[src/rtl/lpt_pkg.sv]
package lpt_pkg;

  // register offsets inside the four-byte window
  typedef enum logic [1:0] {
    OFS_DATA = 2'd0,
    OFS_STAT = 2'd1,
    OFS_CTRL = 2'd2,
    OFS_NONE = 2'd3
  } lpt_ofs_e;

  localparam int CTL_W  = 6;
  localparam int ST_W   = 5;
  localparam int BIT_IEN = 4;
  localparam int BIT_DIR = 5;

  // control bits inverted between latch and connector
  localparam logic [3:0] CTL_PIN_INV = 4'b1011;

  // latch bits -> pin levels (the same mapping undoes itself)
  function automatic logic [3:0] ctl_pin_map(input logic [3:0] bits);
    return bits ^ CTL_PIN_INV;
  endfunction

  // status lines -> status byte
  function automatic logic [7:0] status_word(input logic [ST_W-1:0] st);
    logic [7:0] w;
    w      = 8'h07;
    w[6:3] = st[3:0];
    w[7]   = ~st[4];
    return w;
  endfunction

endpackage

[src/rtl/lpt_decode.sv]
module lpt_decode
  import lpt_pkg::*;
#(
  parameter int                ADDR_W = 10,
  parameter logic [ADDR_W-1:0] BASE   = 10'h378
) (
  input  logic              clk,
  input  logic              rst_n,
  input  logic [ADDR_W-1:0] io_addr,
  input  logic              io_aen,
  input  logic              io_rd,
  input  logic              io_wr,
  output lpt_ofs_e          ofs,
  output logic              rd_ev,
  output logic              wr_data_ev,
  output logic              wr_ctl_ev
);

  logic upper_hit;
  logic hit;

  assign upper_hit  = (io_addr[ADDR_W-1:2] == BASE[ADDR_W-1:2]);
  assign ofs        = lpt_ofs_e'(io_addr[1:0]);
  assign hit        = !io_aen && upper_hit && (ofs != OFS_NONE);
  assign rd_ev      = hit && io_rd;
  assign wr_data_ev = hit && io_wr && (ofs == OFS_DATA);
  assign wr_ctl_ev  = hit && io_wr && (ofs == OFS_CTRL);

  // a DMA cycle produces no event
  p_aen_no_event_r2: assert property (@(posedge clk) disable iff (!rst_n)
    io_aen |-> !(rd_ev || wr_data_ev || wr_ctl_ev));

  // write events are mutually exclusive
  p_one_write_r11: assert property (@(posedge clk) disable iff (!rst_n)
    $countones({wr_data_ev, wr_ctl_ev}) <= 1);

endmodule

[src/rtl/lpt_latch.sv]
module lpt_latch
  import lpt_pkg::*;
#(
  parameter int DATA_W = 8
) (
  input  logic              clk,
  input  logic              rst_n,
  input  logic              wr_data_ev,
  input  logic              wr_ctl_ev,
  input  logic [DATA_W-1:0] wdata,
  output logic [DATA_W-1:0] data_q,
  output logic [CTL_W-1:0]  ctl_q
);

  always_ff @(posedge clk or negedge rst_n) begin
    if (!rst_n) begin
      data_q <= '0;
    end else if (wr_data_ev) begin
      data_q <= wdata;
    end
  end

  always_ff @(posedge clk or negedge rst_n) begin
    if (!rst_n) begin
      ctl_q <= '0;
    end else if (wr_ctl_ev) begin
      ctl_q <= wdata[CTL_W-1:0];
    end
  end

  // data latch takes the written byte
  p_data_load_r3: assert property (@(posedge clk) disable iff (!rst_n)
    wr_data_ev |=> (data_q == $past(wdata)));

  // without a data write the latch holds
  p_data_hold_r11: assert property (@(posedge clk) disable iff (!rst_n)
    !wr_data_ev |=> $stable(data_q));

  // without a control write the latch holds
  p_ctl_hold_r11: assert property (@(posedge clk) disable iff (!rst_n)
    !wr_ctl_ev |=> $stable(ctl_q));

endmodule

[src/rtl/lpt_readpath.sv]
module lpt_readpath
  import lpt_pkg::*;
#(
  parameter int DATA_W = 8
) (
  input  logic              clk,
  input  logic              rst_n,
  input  lpt_ofs_e          ofs,
  input  logic              rd_ev,
  input  logic [DATA_W-1:0] pd_in,
  input  logic [ST_W-1:0]   st_pins,
  input  logic [3:0]        ctl_pins,
  input  logic              ien,
  output logic [DATA_W-1:0] rdata,
  output logic              rdata_oe,
  output logic              irq
);

  logic [DATA_W-1:0] ctl_word;
  logic [DATA_W-1:0] sel_word;

  always_comb begin
    ctl_word          = '1;
    ctl_word[BIT_IEN] = ien;
    ctl_word[3:0]     = ctl_pin_map(ctl_pins);
  end

  always_comb begin
    unique case (ofs)
      OFS_DATA: sel_word = pd_in;
      OFS_STAT: sel_word = DATA_W'(status_word(st_pins));
      OFS_CTRL: sel_word = ctl_word;
      default:  sel_word = '0;
    endcase
  end

  assign rdata_oe = rd_ev;
  assign rdata    = rd_ev ? sel_word : '0;
  assign irq      = ien && st_pins[3];

  // undriven bus carries zero
  p_quiet_bus_r1: assert property (@(posedge clk) disable iff (!rst_n)
    !rdata_oe |-> (rdata == '0));

  // a request needs the acknowledge line high
  p_irq_needs_ack_r8: assert property (@(posedge clk) disable iff (!rst_n)
    irq |-> st_pins[3]);

  // the three low status bits read as ones
  p_stat_ones_r5: assert property (@(posedge clk) disable iff (!rst_n)
    (rd_ev && ofs == OFS_STAT) |-> (rdata[2:0] == 3'b111));

endmodule

[src/rtl/lpt_regs.sv]
module lpt_regs
  import lpt_pkg::*;
#(
  parameter int                ADDR_W = 10,
  parameter int                DATA_W = 8,
  parameter logic [ADDR_W-1:0] BASE   = 10'h378
) (
  input  logic              clk,
  input  logic              rst_n,
  input  logic [ADDR_W-1:0] io_addr,
  input  logic              io_aen,
  input  logic              io_rd,
  input  logic              io_wr,
  input  logic [DATA_W-1:0] io_wdata,
  output logic [DATA_W-1:0] io_rdata,
  output logic              io_rdata_oe,
  input  logic [DATA_W-1:0] pd_in,
  output logic [DATA_W-1:0] pd_out,
  output logic              pd_oe,
  output logic [3:0]        ctl_pins_o,
  input  logic [ST_W-1:0]   st_pins_i,
  output logic              irq_o
);

  lpt_ofs_e          ofs;
  logic              rd_ev;
  logic              wr_data_ev;
  logic              wr_ctl_ev;
  logic [CTL_W-1:0]  ctl_q;
  logic [DATA_W-1:0] data_q;

  lpt_decode #(.ADDR_W(ADDR_W), .BASE(BASE)) u_decode (
    .clk        (clk),
    .rst_n      (rst_n),
    .io_addr    (io_addr),
    .io_aen     (io_aen),
    .io_rd      (io_rd),
    .io_wr      (io_wr),
    .ofs        (ofs),
    .rd_ev      (rd_ev),
    .wr_data_ev (wr_data_ev),
    .wr_ctl_ev  (wr_ctl_ev)
  );

  lpt_latch #(.DATA_W(DATA_W)) u_latch (
    .clk        (clk),
    .rst_n      (rst_n),
    .wr_data_ev (wr_data_ev),
    .wr_ctl_ev  (wr_ctl_ev),
    .wdata      (io_wdata),
    .data_q     (data_q),
    .ctl_q      (ctl_q)
  );

  assign pd_out     = data_q;
  assign pd_oe      = !ctl_q[BIT_DIR];
  assign ctl_pins_o = ctl_pin_map(ctl_q[3:0]);

  lpt_readpath #(.DATA_W(DATA_W)) u_read (
    .clk      (clk),
    .rst_n    (rst_n),
    .ofs      (ofs),
    .rd_ev    (rd_ev),
    .pd_in    (pd_in),
    .st_pins  (st_pins_i),
    .ctl_pins (ctl_pins_o),
    .ien      (ctl_q[BIT_IEN]),
    .rdata    (io_rdata),
    .rdata_oe (io_rdata_oe),
    .irq      (irq_o)
  );

  // the read bus is driven only inside the three-byte window
  p_window_r1: assert property (@(posedge clk) disable iff (!rst_n)
    io_rdata_oe |-> (io_rd && (io_addr - BASE) < ADDR_W'(3)));

  // pins follow the written control nibble with the inversion mask
  p_ctl_pins_r6: assert property (@(posedge clk) disable iff (!rst_n)
    wr_ctl_ev |=> (ctl_pins_o == ($past(io_wdata[3:0]) ^ 4'b1011)));

  // direction bit written high releases the data lines
  p_dir_r9: assert property (@(posedge clk) disable iff (!rst_n)
    wr_ctl_ev |=> (pd_oe == !$past(io_wdata[BIT_DIR])));

  // interrupt enable written low silences the request
  p_irq_gate_r8: assert property (@(posedge clk) disable iff (!rst_n)
    (wr_ctl_ev && !io_wdata[BIT_IEN]) |=> !irq_o);

  // right after reset the port is idle
  p_reset_idle_r10: assert property (@(posedge clk)
    !rst_n |-> (ctl_pins_o == 4'b1011 && pd_oe && !irq_o));

endmodule

[config.mk]
export PLATFORM = sky130hd
export DESIGN_NAME = lpt_regs
export DESIGN_NICKNAME = d
export VERILOG_FILES = /design/src/rtl/lpt_pkg.sv /design/src/rtl/lpt_decode.sv /design/src/rtl/lpt_latch.sv /design/src/rtl/lpt_readpath.sv /design/src/rtl/lpt_regs.sv
export SDC_FILE = /design/constraint.sdc
export NUM_CORES = 1
export LEC_CHECK = 0
export BUFFER_PORTS_ARGS = -buffer_cell sky130_fd_sc_hd__buf_2
export CORE_AREA = 2 2 50 52
export CTS_CLUSTER_DIAMETER = 80
export DETAILED_ROUTE_END_ITERATION = 10
export DIE_AREA = 0 0 52 54
export GPL_TIMING_DRIVEN = 0
export PLACE_DENSITY_LB_ADDON = 0.15
export SLEW_MARGIN = 25
export SYNTH_ARGS = -nofsm -noshare
export SYNTH_HDL_FRONTEND = slang
export SYNTH_HIERARCHICAL = 1
export SYNTH_SLANG_ARGS = --single-unit
[constraint.sdc]
create_clock -name clk -period 1.6 [get_ports clk]
set_clock_uncertainty 0.05 [all_clocks]
set_input_delay 0.16 -clock clk [delete_from_list [all_inputs] [get_ports clk]]
set_output_delay 0.16 -clock clk [all_outputs]
set_load 0.03 [all_outputs]
==> run_results.csv, run 1 <==
group,metric,value,unit
worst_setup_path,element_type_at_the_critical_path_start,"primary input",
run_status,status,"finished, final reports clean",
routing,routed_vias_inst,4.74,
worst_setup_path,cp-end-kind,"output port",
logic_synthesis,syn_nets,114,
logic_synthesis,yosys_register_bits,14,
final_layout,layout.cells.most_common,"buf_2",
final_layout,area_growth,47.9,%
worst_setup_path,worstSetupStartpoint,"io_addr[7]",
floorplan,floorplan.die.height,54,µm
worst_setup_path,setup.worst_path.end,"io_rdata[6]",
cts,cts_buffer_depth,2,
sta,worst_slew_pin_slew,0.386,ns
final_layout,antennaDiodeCount,0,
worst_setup_path,worstPathArrival,1.33,ns
sta,timing.hold.ws,0.0597,ns
power_and_ir_drop,ir_drop,416,µV
logic_synthesis,synthCells,78,
cts,insertion_delay,0.27,ns
global_route,first_global_vias,678,
routing,drt_pre_antenna_iters,4,
sta,maxSlewHeadroom,74.1,%
worst_setup_path,r2r-start,"u_latch/ctl_q[4]$_DFFE_PN0P_",
global_route,grt_usage,15.2,%
place,finalWeightedCongestion,0.637,
final_layout,fin_nets,180,
floorplan,floorplan.initialDensity,37.8,%
logic_synthesis,syn_area,876,µm²
final_layout,mostFrequentLayoutCells,"55 x buf_2, 14 x mux2_4, 14 x dfrtp_1",
hold_path,hold_path.class,"primary input to flop",
floorplan,io_pins,59,
logic_synthesis,synth_warnings,6,
final_layout,post_route_cells_drive_above_1_share,60.1,%
worst_setup_path,timing_worst_setup_path_type,"primary input to output port",
logic_synthesis,synthesis.area_per_instance,11.2,µm²
place,dp.final_hpwl,1590,µm
global_route,globalRouteMet2Util,25.7,%
sta,unrepaired_setup_endpoints_after_global_routing,"yes",
job,drv_cap,0,
routing,starting_drt_drc_count,8,
sta,finalMaxSlewViolations,0,
routing,drt-wirelength-per-cell,11.9,µm
global_route,global_route.usage.met1,19.6,%
floorplan,die_x,52,µm
worst_setup_path,timing.critical_path.fanout_max,5,
sta,setup_viol,0,
sta,final.period_utilization,96.5,%
global_route,first_pass_grt_wire_length,3060,µm
routing,drcViolationCount,0,
global_route,top_usage_layer,"met2",
power_and_ir_drop,power_density,551,nW/µm²
sta,period_minus_slack,1.54,ns
floorplan,area_of_the_die,2810,µm²
cts,tritoncts,"built",
sta,max_freq,648,MHz
routing,final_antenna_net_count,0,
global_route,grt_antenna_before_repair,0,
cts,clk_pin_slew_worst_paths,0.09,ns
routing,detailroute.via_count,820,
logic_synthesis,post-synth-top-area-cell,"dfrtp_1",
power_and_ir_drop,leakage,0.721,nW
logic_synthesis,netlist_top_cells_area,"dfrtp_1 40%, mux2_4 24%, o311a_1 4.6%",
global_route,grt_start_max_net_pins,15,
final_layout,finish.utilization,55.8,%
cts,clock_sink_count,14,
global_route,gr-usage-met3,1.94,%
sta,final.setup.tns,0,ns
global_route,total_overflow_reported_by_the_global_router,0,
routing,routed_wirelength,2060,µm
worst_setup_path,reg2regPathDepth,1,
floorplan,core,2320,µm²
place,numPortBuffers,58,
worst_setup_path,register_to_register_path_setup_slack,0.77,ns
floorplan,std_cell_rows,18,
cts,cts_made_buffers,3,
worst_setup_path,critical_path_required,1.39,ns
cts,root_buffer,"clkbuf_4",
logic_synthesis,post-synth-top-area-fraction,40.0,%
logic_synthesis,synthDistinctLibCells,21,
cts,htree_levels,1,
worst_setup_path,critical_r2r_capture,"u_latch/ctl_q[4]$_DFFE_PN0P_",
logic_synthesis,synth_sequential_area_ratio,40.0,%
sta,timing.final.hold_violations,0,
[metal layers]
metal | routed length, µm | vias to the layer above
met5 | 0 | -
met4 | 4 | 0
met3 | 170 | 2
met2 | 1010 | 40
met1 | 883 | 375
li1 | - | 403
[what timing repair did]
action | in CTS | in global routing
setup endpoints to repair | 9 | 6
pin swaps | 2 | 3
setup buffers | 1 | 0
resized for setup | 1 | 8
cloned | 1 | 0
hold buffers | 1 | 0
endpoints found under the hold margin | 14 | 0
[registers in the layout (all words and copies together) (netlist names)]
name and cells:
u_latch/data_q 8, u_latch/ctl_q 6
[worst min path at each step]
stage	from	depth (start not counted)	endpoint	slack, ns
final	io_wdata[7]	2	u_latch/data_q[7]$_DFFE_PN0P_	0.06
after CTS	io_wdata[7]	2	u_latch/data_q[7]$_DFFE_PN0P_	0.05
after global placement	rst_n	1	u_latch/data_q[7]$_DFFE_PN0P_	0.02
after global routing	io_wdata[7]	2	u_latch/data_q[7]$_DFFE_PN0P_	0.05
after detailed placement	rst_n	1	u_latch/data_q[7]$_DFFE_PN0P_	0.02
after floorplan	rst_n	0	u_latch/ctl_q[0]$_DFFE_PN0P_	-0.19
[stage by stage]
stage	area, µm²	std cells	power [mW]	setup WS [ns]
floorplan	881	78	0.406	0.110
global placement	1210	166	0.462	-0.133
detailed placement	1210	166	0.466	-0.149
CTS	1280	173	0.725	0.0228
global route	1290	173	0.754	-0.00717
finish	1290	173	0.713	0.0566
[worst max-delay path: stages]
cell and delay [ns]:
buf_2 0.09, and3b_1 0.19, nand4b_1 0.08, buf_4 0.17
nor3_4 0.25, o311a_1 0.21, clkbuf_4 0.18
[Yosys cell counts, drive strengths merged]
master  instances
nand3b          1
and3b           1
nand2b          2
o311a           4
nor3            1
mux2           14
nand2           1
and2            5
o21ai           5
o22ai           3
nor4            2
nand4b          2
nor2b           2
inv            10
nor2            3
buf             7
mux2i           1
dfrtp          14
[power by group]
part / leakage [nW] / switching, mW / internal (mW)
Clock: 0.0210 / 0.112 / 0.138
Combinational: 0.505 / 0.0508 / 0.0552
Sequential: 0.195 / 0.00132 / 0.356
Total: 0.721 / 0.164 / 0.549
[logic make-up after synthesis]
| logic type | count (synthesis) | share of synthesized area, % |
|---|---|---|
| AOI/OAI and AO/OA | 12 | 9.57 |
| and+or+nand+nor | 20 | 14.0 |
| DFF | 14 | 40.0 |
| muxes | 15 | 25.1 |
| buffers and inverters | 17 | 11.3 |
[layout make-up]
cell class | instances | area (µm²)
Clock buffer | 4 | 36.3
Sequential cell | 14 | 350
Fill cell | 218 | 1020
Timing Repair Buffer | 60 | 318
Multi-Input combinational cell | 48 | 454
Tap cell | 30 | 37.5
Buffer | 7 | 61.3
Inverter | 10 | 37.5
Note: power is estimated with default switching activity, not from simulation.
==> inputs of run 2 (changes only) <==
==> constraint.sdc (replaced) <==
create_clock -name clk -period 1.6 [get_ports clk]
set_clock_uncertainty 0.05 [all_clocks]
set_input_delay 0.16 -clock clk [delete_from_list [all_inputs] [get_ports clk]]
set_output_delay 0.16 -clock clk [all_outputs]
set_load 0.05 [all_outputs]
==> run 2 against run 1 <==
Against the previous run:
- non-clock buffer count did not move
- routed wire length decreased by 3.4%
- clock power fell by 25%
- via count decreased by 2.7%
==> run_results.csv, run 2 (synthesized netlist as in run 1, its figures left out) <==
group,metric,value,unit
routing,detailroute.wirelength.met2,876,µm
worst_setup_path,element_type_at_the_critical_path_start,"primary input",
final_layout,layout.filler_cells,228,
final_layout,post_route_cells_drive_above_1_share,64.8,%
floorplan,floorplan.die.height,54,µm
sta,max_freq,630,MHz
floorplan,floorplan.initialDensity,37.8,%
final_layout,largest_register_ff_count,8,
final_layout,largestRegisters,"u_latch/data_q: 8 flops, u_latch/ctl_q: 6 flops",
sta,period_minus_slack,1.59,ns
final_layout,antennaDiodeCount,0,
global_route,grt_usage,14.6,%
floorplan,die_x,52,µm
final_layout,mostFrequentLayoutCells,"49 x buf_2, 14 x mux2_4, 14 x dfrtp_1",
routing,starting_drt_drc_count,7,
cts,htree_levels,1,
power_and_ir_drop,ir_drop,357,µV
worst_setup_path,cp_slowest_stage_delay,0.33,ns
global_route,first_global_vias,707,
sta,unrepaired_setup_endpoints_after_global_routing,"yes",
sta,postLayoutSetupSlackWorst,0.0135,ns
final_layout,most_flops_register,"u_latch/data_q",
global_route,first_pass_grt_wire_length,3060,µm
cts,clk_pin_slew_worst_paths,0.07,ns
power_and_ir_drop,leakage,0.713,nW
global_route,grt_start_max_net_pins,15,
routing,final_antenna_net_count,0,
worst_setup_path,timing.critical_path.fanout_max,5,
floorplan,core,2320,µm²
hold_path,hold_path.class,"primary input to flop",
sta,timing.final.hold_violations,0,
worst_setup_path,critical_path.n_buffers_inverters,2,
final_layout,layout.cells.most_common,"buf_2",
routing,met3_length,180,µm
floorplan,io_pins,59,
place,pre_cts_slack,-0.198,ns
global_route,total_overflow_reported_by_the_global_router,0,
cts,clock_sink_count,14,
sta,worst_slew_pin_slew,0.314,ns
floorplan,std_cell_rows,18,
routing,drt_pre_antenna_iters,2,
worst_setup_path,critical_path_s_top_delay_family,"simple AND/OR/NAND/NOR gates",
routing,highest_layer,"met4",
sta,final.setup.tns,0,ns
worst_setup_path,cp-end-kind,"output port",
routing,routed_vias_inst,4.64,
worst_setup_path,critical_path_required,1.39,ns
routing,wirelength_met1,925,µm
sta,finalMaxSlewViolations,0,
sta,setup_viol,0,
job,drv_cap,0,
sta,final.period_utilization,99.2,%
cts,tritoncts,"built",
routing,drt-wirelength-per-cell,11.6,µm
routing,routed_wirelength,1990,µm
worst_setup_path,worstPathArrival,1.38,ns
cts,cts_made_buffers,3,
cts,root_buffer,"clkbuf_4",
cts,insertion_delay,0.27,ns
global_route,grt_antenna_before_repair,0,
floorplan,area_of_the_die,2810,µm²
place,numPortBuffers,58,
worst_setup_path,timing.critical_path.slowest_stage_cell,"nor3_4",
cts,cts_buffer_depth,2,
power_and_ir_drop,power_density,488,nW/µm²
worst_setup_path,critical_path.cell_chain,"buf_6 -> and3b_1 -> nand4b_1 -> nor3_4 -> o311a_4 -> buf_8",
place,finalWeightedCongestion,0.654,
final_layout,fin_nets,180,
sta,maxSlewHeadroom,79.0,%
final_layout,area_growth,53.6,%
routing,drcViolationCount,0,
routing,detailroute.via_count,798,
worst_setup_path,timing_worst_setup_path_type,"primary input to output port",
place,dp.final_hpwl,1520,µm
run_status,status,"finished, final reports clean",
## run 2: cell types whose count changed in the layout (fill, tap and decap cells not counted), sizes merged
cell	delta
clkbuf	-2
buf	+1
## run 2: path summary, 6_finish.rpt
| path | startpoint | end | slack (ns) | cells after the start |
|---|---|---|---|---|
| setup / recovery | io_addr[7] | io_rdata[3] | 0.01 | 6 |
| hold / removal | io_wdata[7] | u_latch/data_q[7]$_DFFE_PN0P_ | 0.08 | 2 |
| setup reg to reg | u_latch/ctl_q[2]$_DFFE_PN0P_ | u_latch/ctl_q[2]$_DFFE_PN0P_ | 0.77 | 1 |
| hold reg to reg | u_latch/data_q[4]$_DFFE_PN0P_ | u_latch/data_q[4]$_DFFE_PN0P_ | 0.46 | 1 |
| max in group asynchronous | rst_n | u_latch/ctl_q[3]$_DFFE_PN0P_ | 1.01 | 2 |
| min in group asynchronous | rst_n | u_latch/ctl_q[0]$_DFFE_PN0P_ | 0.25 | 2 |
## run 2: power breakdown
part / internal [mW] / leakage (nW) / total [mW] / switching [mW]
sequential: 0.356 / 0.195 / 0.357 / 0.00128
combinational: 0.0569 / 0.503 / 0.112 / 0.0556
clock: 0.0869 / 0.0138 / 0.187 / 0.100
## run 2: routing by layer
metal	GRT usage, %	up-vias
met3	1.94	2
met5	0	-
met1	19.9	358
met2	23.0	36
met4	6.58	0
li1	-	402
## run 2: area by class of cell
class                   count  area (µm²)  share of cell area, %
plain buffers               7        61.3                   4.56
clock buffers               3        22.5                   1.67
inverters                  10        37.5                   2.79
multi-input cells          48         477                   35.4
flip-flops and latches     14         350                   26.0
well taps                  30        37.5                   2.79
repair buffers             60         359                   26.7
## run 2: through the flow
step	instance area (µm²)	power (mW)	std cells	hold slack, ns	util [%]
finish	1350	0.657	172	0.0757	58.0
global route	1350	0.694	172	0.0697	58.0
CTS	1340	0.668	172	0.0645	57.7
detailed placement	1210	0.469	166	0.0206	52.4
global placement	1210	0.466	166	0.0159	52.4
floorplan	887	0.410	78	-0.186	-
## run 2: repair_timing
item,4_1_cts,5_1_grt
pin swaps,4,1
resized for setup,19,1
endpoints found under the hold margin,14,0
cloned,1,0
setup endpoints to repair,9,23
hold buffers,1,0
buffers inserted,1,0
==> inputs of run 3 (changes only) <==
--- a/config.mk
+++ b/config.mk
@@ -8,9 +8,11 @@
 export BUFFER_PORTS_ARGS = -buffer_cell sky130_fd_sc_hd__buf_2
 export CORE_AREA = 2 2 50 52
 export CTS_CLUSTER_DIAMETER = 80
+export CTS_CLUSTER_SIZE = 12
 export DETAILED_ROUTE_END_ITERATION = 10
 export DIE_AREA = 0 0 52 54
 export GPL_TIMING_DRIVEN = 0
+export HOLD_SLACK_MARGIN = 0.08
 export PLACE_DENSITY_LB_ADDON = 0.15
 export SLEW_MARGIN = 25
 export SYNTH_ARGS = -nofsm -noshare
==> run 3 against run 2 <==
Against the previous run:
- maximum frequency grew 0.24%
- cell count increased by 4.1%
- clock power is essentially flat
- sequential share of layout area fell by 1.3 points
- critical endpoint unchanged
==> run_results.csv, run 3 (synthesized netlist as in run 1, its figures left out) <==
group,metric,value,unit
worst_setup_path,element_type_at_the_critical_path_start,"primary input",
sta,timing.final.hold_violations,0,
hold_path,whs_path_depth,2,
final_layout,area_growth,61.6,%
floorplan,floorplan.initialDensity,37.8,%
worst_setup_path,worstSetupStartpoint,"io_addr[7]",
place,numPortBuffers,58,
cts,insertion_delay,0.27,ns
routing,routed_wirelength,2130,µm
cts,tritoncts,"built",
sta,maxSlewHeadroom,78.9,%
global_route,first_pass_grt_wire_length,3350,µm
global_route,top_usage_layer,"met2",
worst_setup_path,reg2regPathDepth,1,
global_route,grt_antenna_before_repair,0,
cts,root_buffer,"clkbuf_4",
final_layout,layout.cells.most_common,"buf_2",
routing,drt-wirelength-per-cell,11.9,µm
final_layout,antennaDiodeCount,0,
power_and_ir_drop,power_density,475,nW/µm²
final_layout,largest_register_ff_count,8,
worst_setup_path,timing_worst_setup_path_type,"primary input to output port",
sta,max_freq,632,MHz
global_route,globalRouteMet2Util,27.6,%
final_layout,mostFrequentLayoutCells,"49 x buf_2, 14 x mux2_4, 14 x dfrtp_1",
place,dp.final_hpwl,1520,µm
sta,period_minus_slack,1.58,ns
sta,unrepaired_setup_endpoints_after_global_routing,"yes",
final_layout,layout.filler_cells,220,
power_and_ir_drop,p_switching,0.162,mW
power_and_ir_drop,sw_frac_of_total,24.1,%
routing,final_antenna_net_count,0,
global_route,total_overflow_reported_by_the_global_router,0,
worst_setup_path,timing.critical_path.fanout_max,5,
power_and_ir_drop,ir_drop,361,µV
cts,cts_made_buffers,3,
place,finalWeightedCongestion,0.654,
sta,worst_slew_pin_slew,0.314,ns
floorplan,io_pins,59,
sta,final.period_utilization,98.9,%
global_route,first_global_vias,771,
final_layout,largestRegisters,"u_latch/data_q: 8 flops, u_latch/ctl_q: 6 flops",
worst_setup_path,critical_path_required,1.39,ns
final_layout,most_flops_register,"u_latch/data_q",
floorplan,area_of_the_die,2810,µm²
worst_setup_path,r2r-start,"u_latch/ctl_q[2]$_DFFE_PN0P_",
routing,drcViolationCount,0,
global_route,gr-usage-met3,1.94,%
power_and_ir_drop,power_frac_comb,18.7,%
final_layout,finalNonFillerCells,179,
final_layout,post_route_cells_drive_above_1_share,61.7,%
power_and_ir_drop,internal_power_summed_over_all_cells,0.511,mW
hold_path,worst_hold_launch,"io_wdata[1]",
cts,htree_levels,1,
cts,clk_pin_slew_worst_paths,0.08,ns
routing,routed_vias_inst,4.61,
routing,detailroute.via_count,826,
place,placed_cell_area,1210,µm²
global_route,grt_start_max_net_pins,15,
place,number_of_placed_instances_taps_included,166,
power_and_ir_drop,leakage,0.742,nW
worst_setup_path,cp-end-kind,"output port",
routing,drt_pre_antenna_iters,3,
cts,cts_buffer_depth,2,
floorplan,floorplan.die.height,54,µm
global_route,grt_usage,16.2,%
floorplan,core,2320,µm²
sta,finalMaxSlewViolations,0,
final_layout,final_design_area_no_fill,1420,µm²
power_and_ir_drop,relative_contribution_of_sequential_cells_to_total_power,53.1,%
floorplan,die_x,52,µm
job,drv_cap,0,
routing,starting_drt_drc_count,3,
hold_path,hold_path.class,"primary input to flop",
cts,clock_sink_count,14,
power_and_ir_drop,pwr-share-clk,28.2,%
final_layout,fin_nets,187,
floorplan,std_cell_rows,18,
worst_setup_path,worstPathArrival,1.37,ns
sta,setup_viol,0,
global_route,global_route.usage.met1,20.8,%
run_status,status,"finished, final reports clean",
run 3: changes by cell type in the layout (fill, tap and decap cells not counted):
cell,before,now
dlygate4sd3_1,1,8
run 3: metrics by stage:
step | hold WS, ns | power (mW) | setup TNS [ns] | setup WS, ns | util (%)
2_1_floorplan | -0.186 | 0.410 | 0 | 0.0686 | -
3_3_place_gp | 0.0159 | 0.466 | -2.52 | -0.213 | 52.4
3_5_place_dp | 0.0206 | 0.469 | -2.46 | -0.198 | 52.4
4_1_cts | 0.0814 | 0.681 | -0.0475 | -0.0144 | 60.7
5_1_grt | 0.0974 | 0.708 | -0.763 | -0.0775 | 61.0
6_report | 0.0902 | 0.672 | 0 | 0.0172 | 61.0
run 3: repair_timing:
| action | CTS | global route |
|---|---|---|
| setup endpoints to repair | 9 | 23 |
| hold buffers | 8 | 0 |
| gates resized for setup | 19 | 1 |
| pin swaps | 4 | 1 |
| hold endpoints to repair | 22 | 0 |
| cloned | 1 | 0 |
| buffers inserted | 1 | 0 |
run 3: final timing paths:
path,endpoint,slack [ns]
max,io_rdata[3],0.02
min,u_latch/ctl_q[1]$_DFFE_PN0P_,0.09
max reg2reg,u_latch/ctl_q[2]$_DFFE_PN0P_,0.77
min reg2reg,u_latch/data_q[6]$_DFFE_PN0P_,0.47
max in group asynchronous,u_latch/ctl_q[3]$_DFFE_PN0P_,1.02
min in group asynchronous,u_latch/ctl_q[0]$_DFFE_PN0P_,0.25
run 3: power groups by stage:
| stage | Clock [mW] | Sequential [mW] | Combinational [mW] |
|---|---|---|---|
| after floorplan | 0 | 0.369 | 0.0406 |
| after global placement | 0 | 0.364 | 0.102 |
| after detailed placement | 0 | 0.364 | 0.105 |
| after CTS | 0.199 | 0.357 | 0.126 |
| after global routing | 0.211 | 0.357 | 0.140 |
| final | 0.190 | 0.357 | 0.126 |
run 3: cell type report:
class | count | area, µm² | area share (%)
multi-input combinational | 48 | 477 | 33.7
clock buffer | 3 | 22.5 | 1.59
inverter | 10 | 37.5 | 2.65
timing repair buffer | 67 | 429 | 30.3
sequential | 14 | 350 | 24.8
tap | 30 | 37.5 | 2.65
buffer | 7 | 61.3 | 4.33
run 3: critical path, cell delays in order:
cell and delay (ns):
buf_6 0.08, and3b_1 0.19, nand4b_1 0.21, nor3_4 0.33, o311a_4 0.26, buf_8 0.14
run 3: routing by layer:
| metal | part of all wire, % | up-vias |
|---|---|---|
| met3 | 8.2 | 2 |
| met2 | 47 | 36 |
| met4 | 0.56 | 0 |
| li1 | - | 415 |
| met1 | 45 | 373 |
| met5 | 0 | - |
